$ cat src/rtl/rns_scale_pkg.sv
package rns_scale_pkg;
  localparam int NUM_MODS = 4;
  localparam int RES_W = 4;

  typedef logic [NUM_MODS-1:0][RES_W-1:0] res_vec_t;

  typedef struct packed {
    logic [NUM_MODS-2:0] stageEn;
    logic outEn;
  } scale_strobe_t;

  // Multiplicative inverse of a modulo m, found by search at elaboration.
  function automatic int mod_inv(int a, int m);
    for (int k = 1; k < m; k++) begin
      if (((a * k) % m) == 1) return k;
    end
    return 0;
  endfunction

  // Product of moduli with index lo..hi-1, reduced modulo m.
  function automatic int span_mod(int m0, int m1, int m2, int m3, int lo, int hi, int m);
    int arr [NUM_MODS];
    int v;
    arr[0] = m0; arr[1] = m1; arr[2] = m2; arr[3] = m3;
    v = 1 % m;
    for (int l = lo; l < hi; l++) v = (v * arr[l]) % m;
    return v;
  endfunction
endpackage

$ cat src/rtl/mod_mac_lane.sv
// Modified two-operand modulo adder: y = ((a - b) * COEF) mod MOD.
module mod_mac_lane
  import rns_scale_pkg::*;
#(
  parameter int MOD = 11,
  parameter int COEF = 1
) (
  input  logic [RES_W-1:0] a,
  input  logic [RES_W-1:0] b,
  output logic [RES_W-1:0] y
);
  localparam int AW = 2 * RES_W + 1;

  logic [AW-1:0] bRed;
  logic [AW-1:0] diffSum;
  logic [AW-1:0] diffRed;
  logic [AW-1:0] prod;
  logic [AW-1:0] prodRed;

  assign bRed    = AW'(b) % AW'(MOD);
  assign diffSum = AW'(a) + AW'(MOD) - bRed;
  assign diffRed = diffSum % AW'(MOD);
  assign prod    = diffRed * AW'(COEF);
  assign prodRed = prod % AW'(MOD);
  assign y       = prodRed[RES_W-1:0];
endmodule

$ cat src/rtl/mrs_digit_stage.sv
// One mixed-radix conversion step: fixes digit STEP, updates higher lanes.
module mrs_digit_stage
  import rns_scale_pkg::*;
#(
  parameter int STEP = 0,
  parameter int MOD0 = 7,
  parameter int MOD1 = 11,
  parameter int MOD2 = 13,
  parameter int MOD3 = 15
) (
  input  logic     clk,
  input  logic     rstN,
  input  logic     en,
  input  res_vec_t xIn,
  output res_vec_t xOut
);
  localparam int MODS [NUM_MODS] = '{MOD0, MOD1, MOD2, MOD3};

  res_vec_t nxt;

  for (genvar j = 0; j < NUM_MODS; j++) begin : g_lane
    if (j <= STEP) begin : g_pass
      assign nxt[j] = xIn[j];
    end else begin : g_step
      mod_mac_lane #(
        .MOD (MODS[j]),
        .COEF(mod_inv(MODS[STEP] % MODS[j], MODS[j]))
      ) u_lane (
        .a(xIn[j]),
        .b(xIn[STEP]),
        .y(nxt[j])
      );
    end
  end

  always_ff @(posedge clk or negedge rstN) begin
    if (!rstN) xOut <= '0;
    else if (en) xOut <= nxt;
  end
endmodule

$ cat src/rtl/rns_scale_ctrl.sv
module rns_scale_ctrl
  import rns_scale_pkg::*;
(
  input  logic          clk,
  input  logic          rstN,
  input  logic          inValid,
  output scale_strobe_t stb,
  output logic          outValid
);
  logic [NUM_MODS-1:0] vld;

  always_ff @(posedge clk or negedge rstN) begin
    if (!rstN) vld <= '0;
    else vld <= {vld[NUM_MODS-2:0], inValid};
  end

  assign stb.stageEn = {vld[NUM_MODS-3:0], inValid};
  assign stb.outEn   = vld[NUM_MODS-2];
  assign outValid    = vld[NUM_MODS-1];
endmodule

$ cat src/rtl/rns_scale_dp.sv
module rns_scale_dp
  import rns_scale_pkg::*;
#(
  parameter int MOD0 = 7,
  parameter int MOD1 = 11,
  parameter int MOD2 = 13,
  parameter int MOD3 = 15,
  parameter int SCALE_CNT = 2
) (
  input  logic          clk,
  input  logic          rstN,
  input  scale_strobe_t stb,
  input  res_vec_t      inRes,
  output res_vec_t      outRes,
  output logic          outNeg
);
  localparam int MODS [NUM_MODS] = '{MOD0, MOD1, MOD2, MOD3};
  localparam int AW = 2 * RES_W + 1;
  localparam int TOP_THR = (MODS[NUM_MODS-1] + 1) / 2;

  res_vec_t stageQ [NUM_MODS-1];
  res_vec_t digits;
  res_vec_t resNext;
  logic     negNow;

  for (genvar k = 0; k < NUM_MODS - 1; k++) begin : g_stage
    mrs_digit_stage #(
      .STEP(k), .MOD0(MOD0), .MOD1(MOD1), .MOD2(MOD2), .MOD3(MOD3)
    ) u_stage (
      .clk (clk),
      .rstN(rstN),
      .en  (stb.stageEn[k]),
      .xIn ((k == 0) ? inRes : stageQ[(k == 0) ? 0 : k-1]),
      .xOut(stageQ[k])
    );
  end

  assign digits = stageQ[NUM_MODS-2];
  assign negNow = (int'(digits[NUM_MODS-1]) >= TOP_THR);

  for (genvar j = 0; j < NUM_MODS; j++) begin : g_out
    localparam int MJ = MODS[j];
    localparam int OFFJ = (MJ - span_mod(MOD0, MOD1, MOD2, MOD3, SCALE_CNT, NUM_MODS, MJ)) % MJ;
    logic [NUM_MODS-1:0][AW-1:0] term;
    logic [AW-1:0] acc;
    logic [AW-1:0] accRed;

    for (genvar i = 0; i < NUM_MODS; i++) begin : g_term
      if (i >= SCALE_CNT) begin : g_keep
        localparam int CIJ = span_mod(MOD0, MOD1, MOD2, MOD3, SCALE_CNT, i, MJ);
        assign term[i] = (AW'(digits[i]) * AW'(CIJ)) % AW'(MJ);
      end else begin : g_drop
        assign term[i] = '0;
      end
    end

    always_comb begin
      acc = negNow ? AW'(OFFJ) : '0;
      for (int i = 0; i < NUM_MODS; i++) acc = acc + term[i];
    end

    assign accRed = acc % AW'(MJ);
    assign resNext[j] = accRed[RES_W-1:0];
  end

  always_ff @(posedge clk or negedge rstN) begin
    if (!rstN) begin
      outRes <= '0;
      outNeg <= 1'b0;
    end else if (stb.outEn) begin
      outRes <= resNext;
      outNeg <= negNow;
    end
  end

  // every finished mixed-radix digit lies below its own modulus.
  for (genvar k = 0; k < NUM_MODS; k++) begin : g_chk
    p_digit_range_r2 : assert property (@(posedge clk) disable iff (!rstN)
      stb.outEn |-> (int'(digits[k]) < MODS[k]));
  end

  // the output register keeps its value when no result is loaded.
  p_hold_r6 : assert property (@(posedge clk) disable iff (!rstN)
    !stb.outEn |=> ($stable(outRes) && $stable(outNeg)));
endmodule

$ cat src/rtl/rns_signed_scaler.sv
module rns_signed_scaler
  import rns_scale_pkg::*;
#(
  parameter int MOD0 = 7,
  parameter int MOD1 = 11,
  parameter int MOD2 = 13,
  parameter int MOD3 = 15,
  parameter int SCALE_CNT = 2
) (
  input  logic                      clk,
  input  logic                      rstN,
  input  logic                      inValid,
  input  logic [NUM_MODS*RES_W-1:0] inRes,
  output logic                      outValid,
  output logic [NUM_MODS*RES_W-1:0] outRes,
  output logic                      outNeg
);
  scale_strobe_t stb;
  res_vec_t      resQ;

  rns_scale_ctrl u_ctrl (
    .clk     (clk),
    .rstN    (rstN),
    .inValid (inValid),
    .stb     (stb),
    .outValid(outValid)
  );

  rns_scale_dp #(
    .MOD0(MOD0), .MOD1(MOD1), .MOD2(MOD2), .MOD3(MOD3), .SCALE_CNT(SCALE_CNT)
  ) u_dp (
    .clk   (clk),
    .rstN  (rstN),
    .stb   (stb),
    .inRes (res_vec_t'(inRes)),
    .outRes(resQ),
    .outNeg(outNeg)
  );

  assign outRes = resQ;

  logic [2:0] sinceRst;
  always_ff @(posedge clk or negedge rstN) begin
    if (!rstN) sinceRst <= '0;
    else if (sinceRst != 3'd4) sinceRst <= sinceRst + 3'd1;
  end

  // result strobe trails the input strobe by four edges.
  p_latency_r1 : assert property (@(posedge clk) disable iff (!rstN)
    (sinceRst == 3'd4) |-> (outValid == $past(inValid, 4)));

  // zero scales to a positive zero.
  p_zero_r3 : assert property (@(posedge clk) disable iff (!rstN)
    ((sinceRst == 3'd4) && $past(inValid, 4) && ($past(inRes, 4) == '0))
      |-> ((outRes == '0) && !outNeg));
endmodule

$ cat config.mk
export PLATFORM = sky130hd
export DESIGN_NAME = rns_signed_scaler
export DESIGN_NICKNAME = d
export VERILOG_FILES = /design/src/rtl/rns_scale_pkg.sv /design/src/rtl/mod_mac_lane.sv /design/src/rtl/mrs_digit_stage.sv /design/src/rtl/rns_scale_ctrl.sv /design/src/rtl/rns_scale_dp.sv /design/src/rtl/rns_signed_scaler.sv
export SDC_FILE = /design/constraint.sdc
export NUM_CORES = 1
export LEC_CHECK = 0
export BUFFER_PORTS_ARGS = -buffer_cell sky130_fd_sc_hd__buf_2
export CAP_MARGIN = 20
export CORE_MARGIN = 8
export CORE_UTILIZATION = 52
export CTS_CLUSTER_DIAMETER = 80
export DETAILED_ROUTE_END_ITERATION = 8
export GPL_TIMING_DRIVEN = 0
export PLACE_DENSITY = 0.68
export SYNTH_ARGS = -nofsm -noshare
export SYNTH_HDL_FRONTEND = slang
export SYNTH_SLANG_ARGS = --single-unit
$ cat constraint.sdc
create_clock -name clk -period 13.3 [get_ports clk]
set_input_delay 0.665 -clock clk [delete_from_list [all_inputs] [get_ports clk]]
set_output_delay 0.665 -clock clk [all_outputs]
set_load 0.02 [all_outputs]
# --- Word-level counts from Yosys, hierarchy flattened ---
# Index checks and enable logic that the tools add are counted.
word_totals:
  inputBits: 19
  reg_bits: 49
  out_inout_bits: 18
classes:
  muxes: 2
  n_div: 29
  n_addsub: 17
  n_mul: 6
  magnitude_cmp: 1
op_table:
  columns: ["op", "count"]
  rows:
  - ["9-bit by 4-bit remainder unit with 9-bit output, second input constant", 15]
  - ["4-bit by 4-bit remainder unit with 9-bit output, second input constant", 9]
  - ["9-bit subtractor", 6]
  - ["9-bit adder", 5]
  - ["4-bit by 4-bit adder with 5-bit output, second input constant", 6]
  - ["9-bit by 4-bit multiplier with 9-bit output, second input constant", 2]
  - ["4-bit by 3-bit remainder unit with 9-bit output, second input constant", 1]
  - ["5-bit by 4-bit remainder unit with 9-bit output, second input constant", 1]
  - ["7-bit by 3-bit remainder unit with 9-bit output, second input constant", 1]
  - ["8-bit by 4-bit remainder unit with 9-bit output, second input constant", 1]
  - ["9-bit by 3-bit remainder unit with 9-bit output, second input constant", 1]
  - ["9-bit by 2-bit multiplier with 8-bit output, second input constant", 1]
  - ["9-bit by 3-bit multiplier with 9-bit output, second input constant", 1]
  - ["4-bit by 4-bit multiplier with 8-bit output, second input constant", 1]
  - ["4-bit by 2-bit multiplier with 6-bit output, second input constant", 1]
  - ["4-bit greater-or-equal comparator, second input constant", 1]
  - ["2-bit 2-to-1 mux", 1]
  - ["1-bit 2-to-1 mux", 1]

# --- Longest topological paths before layout ---
logic_depth:
  ltp_word: 5
  depth_mapped: 57
  ltp_nobuf: 53

# --- By module ---
# Synthesis repeated with hierarchy kept, for this count alone.
hier_totals:
  cells_unflattened: 3120
  area_unflattened_um2: 24339.6
by_module_without_submodules:
  columns: ["module", "instances", "seq_area_each_um2", "area_per_inst_um2", "cells_each"]
  rows:
  - ["rns_scale_dp", 1, 425.4, 7074.3, 962]
  - ["mod_mac_lane (u_dp.g_stage[1].u_stage.g_lane[3].g_step.u_lane)", 1, 0.0, 2930.3, 388]
  - ["mod_mac_lane (u_dp.g_stage[1].u_stage.g_lane[2].g_step.u_lane)", 1, 0.0, 2835.2, 405]
  - ["mod_mac_lane (u_dp.g_stage[0].u_stage.g_lane[3].g_step.u_lane)", 1, 0.0, 2677.6, 346]
  - ["mod_mac_lane (u_dp.g_stage[2].u_stage.g_lane[3].g_step.u_lane)", 1, 0.0, 2671.3, 351]
  - ["mod_mac_lane (u_dp.g_stage[0].u_stage.g_lane[1].g_step.u_lane)", 1, 0.0, 2312.2, 315]
  - ["mrs_digit_stage", 3, 400.4, 649.4, 34]
  - ["mod_mac_lane (u_dp.g_stage[0].u_stage.g_lane[2].g_step.u_lane)", 1, 0.0, 1783.0, 246]
  - ["rns_scale_ctrl", 1, 100.1, 107.6, 5]

# --- Worst setup path after synthesis ---
# OpenSTA, ideal clock, no wires.
synth_timing:
  path_kind: "in2reg"
  from: "input inRes[3]"
  to: "register u_dp.g_stage[0].u_stage.xOut[14] (netlist bit)"
  path_buffers: 5
  setup_slack_ns: 1.740
  setup_ns: 0.065
  arrival_ns: 11.495
  t_required_ns: 13.235
  path_stages: 52
  path_cell_list: "buf_2 and2_1 buf_2 nand3_1 ha_1 clkbuf_1 mux2i_1 ha_1 nor2b_1 o21ai_1 a21oi_1 o21a_1 o21a_1 nor2_1 inv_1 ha_1 o31ai_1 nand2_1 (+16 left out) a21oi_1 o21bai_1 a21oi_1 xnor2_1 a31o_2 or2_2 o211a_1 a41o_1 nor3_1 a31oi_1 maj3_1 a22oi_2 o21ai_0 o31ai_1 ha_1 inv_1 o31ai_1 o22a_1"
synth_via:
  elab_chain_cells: 5
synth_rtl:
  columns: ["item", "line_no", "text"]
  rows:
  - ["start, declared", "rns_signed_scaler.sv:13", "input logic [NUM_MODS*RES_W-1:0] inRes,"]
  - ["4-bit by 4-bit remainder unit with 9-bit output", "mod_mac_lane.sv:20", "assign bRed = AW'(b) % AW'(MOD);"]
  - ["9-bit subtractor", "mod_mac_lane.sv:21", "assign diffSum = AW'(a) + AW'(MOD) - bRed;"]
  - ["9-bit by 4-bit remainder unit with 9-bit output", "mod_mac_lane.sv:22", "assign diffRed = diffSum % AW'(MOD);"]
  - ["9-bit by 4-bit multiplier with 9-bit output", "mod_mac_lane.sv:23", "assign prod = diffRed * AW'(COEF);"]
  - ["9-bit by 4-bit remainder unit with 9-bit output", "mod_mac_lane.sv:24", "assign prodRed = prod % AW'(MOD);"]
  - ["end signal, assigned", "mrs_digit_stage.sv:38", "else if (en) xOut <= nxt;"]
  - ["end, declared", "mrs_digit_stage.sv:15", "output res_vec_t xOut"]
# Every way passes these cells.
# A chain may end at the register's enable or synchronous reset.

# --- Final worst setup path ---
layout_timing:
  from: "input inRes[0]"
  to: "register u_dp.g_stage[0].u_stage.xOut[13] (netlist bit)"
# Same word-level chain as after synthesis.

==> metrics.log <==
[metrics] status: completed
[metrics] Fin Setup TNS: 0 ns
[metrics] Port Buffer Count: 36
[metrics] number of distinct library cell variants in the gate-level netlist after synthesis: around 130
[metrics] primary flip-flop cell chosen by synthesis mapping: sky130_fd_sc_hd__dfrtp_1
[metrics] maximum number of pins on one net before global-route repair: 38
[metrics] biggest cell delay along the critical path: approximately 0.5 ns
[metrics] portion of synthesized cell area occupied by the leading cell type: roughly 12%
[metrics] die height: 221 um
[metrics] max-capacitance violation count: 0
[metrics] DRC violation total after the first TritonRoute iteration: 1,872
[metrics] DRC: 0
[metrics] Final Slew Violations: 0
[metrics] highest clock rate: between 80 and 90 MHz
[metrics] number of hold violations in the final report: 0
[metrics] final RePlAce weighted congestion: approximately 0.91
[metrics] placed cell area: around 23,000 um2
[metrics] most numerous cell in the Yosys netlist: sky130_fd_sc_hd__nand2_1
[metrics] required time at the worst-slack endpoint: between 10 and 15 ns
[metrics] I/O pin total: 37
[metrics] row count: 75
[metrics] estimated wirelength of the detail-placed design: 44,800 um
[metrics] fraction of final layout cells sized beyond drive strength 1: ~8%
[metrics] final-report setup violation count: 0
[metrics] cell types with the largest area share after synthesis: sky130_fd_sc_hd__ha_1 (12%), sky130_fd_sc_hd__xnor2_1 (6.6%), sky130_fd_sc_hd__dfrtp_1 (5.6%), sky130_fd_sc_hd__a21oi_1 (5.0%), sky130_fd_sc_hd__nand2_1 (4.6%)
[metrics] filler-free cell count of the finished design: about 3.7k
[metrics] number of global-route vias before repair: ~21k
[metrics] Avg Synthesized Cell Area: 7.15 um2
[metrics] clock slew at the register clock pins of the worst setup and hold paths: 0.08 ns
[metrics] number of H-tree branching levels: 2
[metrics] worst clock skew: around 0.015 ns
[metrics] Routed WL per cell: 15.3 um
[metrics] proportion of synthesized flip-flops having asynchronous set or reset: 100%
[metrics] area enclosed by the die boundary: 49,000 um2
[metrics] R2R setup slack: approximately 0.91 ns
[metrics] Antenna Diode Count: 0
[metrics] critical register-to-register path startpoint: u_dp.g_stage[1].u_stage.xOut[8]$_DFFE_PN0P_
[metrics] register area share after synthesis: under 10%
[metrics] final net count: between 3k and 4k
[metrics] category of the most critical setup path: in2reg
[metrics] area leader, netlist: sky130_fd_sc_hd__ha_1
[metrics] post-detailed-route count of antenna-violating nets: 0
[metrics] initial antenna violation count: 0
[metrics] Startpoint Class: input port
[metrics] die width: 221 um
[metrics] arrival time of data at the critical path endpoint: around 13 ns
[metrics] first-pass GRT wire length: 94,800 um
[metrics] Warnings, synthesis: 0
[metrics] Floorplan Core Area: 41,800 um2
[metrics] Syn-to-layout area delta: 5.95%
[metrics] dominant cell type by count on the critical path: sky130_fd_sc_hd__ha_1
[metrics] R2R depth: 50
[metrics] Synth Instances: between 3k and 4k
[metrics] vias: 23.2k
[metrics] final instance area: 23,200 um2
[metrics] relative max-transition margin: between 30% and 40%
[metrics] total length of routed wires: between 50,000 and 60,000 um
[metrics] TritonCTS Buffers: 5
[metrics] Pre-Repair DR Iteration Count: 6
[metrics] number of cells after detailed placement: 3,649
[metrics] register bit total from synthesis: 49
[metrics] Via-to-Cell Ratio: approximately 6.3
[metrics] number of enable-type register cells in the synthesized netlist: 0
[metrics] Netlist Area Pre-Place: ~22,000 um2
[metrics] worst-case clock buffer depth: 2
[metrics] share of the clock period used by the worst path: 93.7%
[metrics] worst hold slack: approximately 0.23 ns
[metrics] starting density of the core: between 50% and 60%
[metrics] clock network latency to the later pin of the worst-skew pair: approximately 0.33 ns
[metrics] hold crit path type: in2async
[metrics] total grt overflow: 0
[metrics] crit path max-delay cell type: sky130_fd_sc_hd__fa_1
[metrics] worst-path maximum fanout: 10
[metrics] GRT Util Overall: 21.3%
[metrics] number of clock sinks seen by CTS: just under 50
[metrics] RR Endpoint: u_dp.g_stage[2].u_stage.xOut[14]$_DFFE_PN0P_
[metrics] top post-synthesis cells by count: sky130_fd_sc_hd__nand2_1 (268), sky130_fd_sc_hd__nor2_1 (247), sky130_fd_sc_hd__inv_1 (219)
[metrics] clock tree from TritonCTS: yes
[metrics] time the worst path needs with I/O delays and setup: between 10 and 15 ns
[metrics] buffer cell driving the clock tree root: sky130_fd_sc_hd__clkbuf_16
[metrics] measured slew at the worst slew-check pin: between 0.9 and 1 ns
[metrics] Crit. End Element: register
routing by layer:
metal	vias to the layer above	global-route usage, %	share of wire [%]
li1	11593	-	-
met3	84	2.14	3.9
met4	0	5.12	1.8
met2	622	38.1	48
met1	10882	27.1	46
met5	-	0	0
sequential cells by signal, summed over array words and instances, names as in the netlist:
signal / cells
u_dp.outRes: 16
u_ctrl.vld: 4
u_dp.outNeg: 1
u_dp.g_stage.u_stage.xOut: 28
metrics by stage:
step                setup WS [ns]  utilization (%)
CTS                        0.0597             55.1
finish                      0.839             55.7
floorplan                    1.74                -
detailed placement         -0.244             54.7
global placement           0.0552             54.6
global route               -0.120             55.7
timing repair:
item / 4_1_cts / 5_1_grt
resized for setup: 0 / 29
endpoints found under the hold margin: 0 / 0
hold buffers: 0 / 0
endpoints found under the setup margin: 0 / 12
setup buffers: 0 / 6
layout by cell type, fill, tap and decap left out, types with 40 or more instances in the layout:
| cell type | netlist | final |
|---|---|---|
| sky130_fd_sc_hd__xor2_1 | 68 | 67 |
| sky130_fd_sc_hd__nor3_1 | 87 | 86 |
| sky130_fd_sc_hd__ha_1 | 213 | 213 |
| sky130_fd_sc_hd__clkbuf_1 | 56 | 56 |
| sky130_fd_sc_hd__buf_2 | 22 | 58 |
| sky130_fd_sc_hd__o211ai_1 | 61 | 61 |
| sky130_fd_sc_hd__nand3_1 | 95 | 95 |
| sky130_fd_sc_hd__o21ai_0 | 165 | 165 |
| sky130_fd_sc_hd__dfrtp_1 | 49 | 49 |
| sky130_fd_sc_hd__and2_1 | 41 | 40 |
| sky130_fd_sc_hd__nor2_1 | 247 | 245 |
| sky130_fd_sc_hd__and3_1 | 49 | 49 |
| sky130_fd_sc_hd__a21oi_1 | 217 | 217 |
| sky130_fd_sc_hd__inv_1 | 219 | 219 |
| sky130_fd_sc_hd__a21o_1 | 57 | 57 |
| sky130_fd_sc_hd__xnor2_1 | 166 | 164 |
| sky130_fd_sc_hd__mux2i_1 | 69 | 68 |
| sky130_fd_sc_hd__a31oi_1 | 63 | 61 |
| sky130_fd_sc_hd__o21a_1 | 47 | 47 |
| sky130_fd_sc_hd__nand2_1 | 268 | 268 |
final cells by class:
| cell class | instances | area (um2) |
|---|---|---|
| multi-input cells | 2711 | 19700 |
| fillers | 3999 | 18500 |
| flip-flops and latches | 49 | 1230 |
| inverters | 223 | 837 |
| well taps | 539 | 674 |
| plain buffers | 89 | 399 |
| repair buffers | 43 | 258 |
| clock buffers | 7 | 143 |
| clock inverters | 1 | 30.0 |
critical path, delay by kind of cell:
kind                       cells  cell delay [ns]
AOI/OAI and AO/OA             22             4.54
adders and majority gates      9             2.51
and+or+nand+nor               11             2.41
buffers and inverters          7             1.22
muxes                          3             0.99
xor gates and xnor gates       1             0.28
cell families after synthesis:
group / Yosys count / share of synthesized area [%]
other: 1 / 0.0171
XOR/XNOR: 244 / 10.2
AND/OR/NAND/NOR: 1020 / 22.8
flip-flops: 49 / 5.59
adder cells (fa/ha/maj): 260 / 15.8
multiplexers: 107 / 5.12
AO/OA/AOI/OAI: 1075 / 34.8
buffers and inverters: 313 / 5.65
worst max path at each step:
| stage | start | to | slack (ns) | cells after the start |
|---|---|---|---|---|
| finish | inRes[0] | u_dp.g_stage[0].u_stage.xOut[13]$_DFFE_PN0P_ | 0.84 | 53 |
| floorplan | inRes[3] | u_dp.g_stage[0].u_stage.xOut[14]$_DFFE_PN0P_ | 1.74 | 52 |
| global placement | inRes[0] | u_dp.g_stage[0].u_stage.xOut[14]$_DFFE_PN0P_ | 0.06 | 53 |
| detailed placement | inRes[0] | u_dp.g_stage[0].u_stage.xOut[14]$_DFFE_PN0P_ | -0.24 | 53 |
| CTS | inRes[0] | u_dp.g_stage[0].u_stage.xOut[14]$_DFFE_PN0P_ | 0.06 | 53 |
| global route | inRes[0] | u_dp.g_stage[0].u_stage.xOut[14]$_DFFE_PN0P_ | -0.12 | 53 |
Power is not shown: default switching activity piles up to over one toggle a cycle in this logic, so the estimate is an artifact.
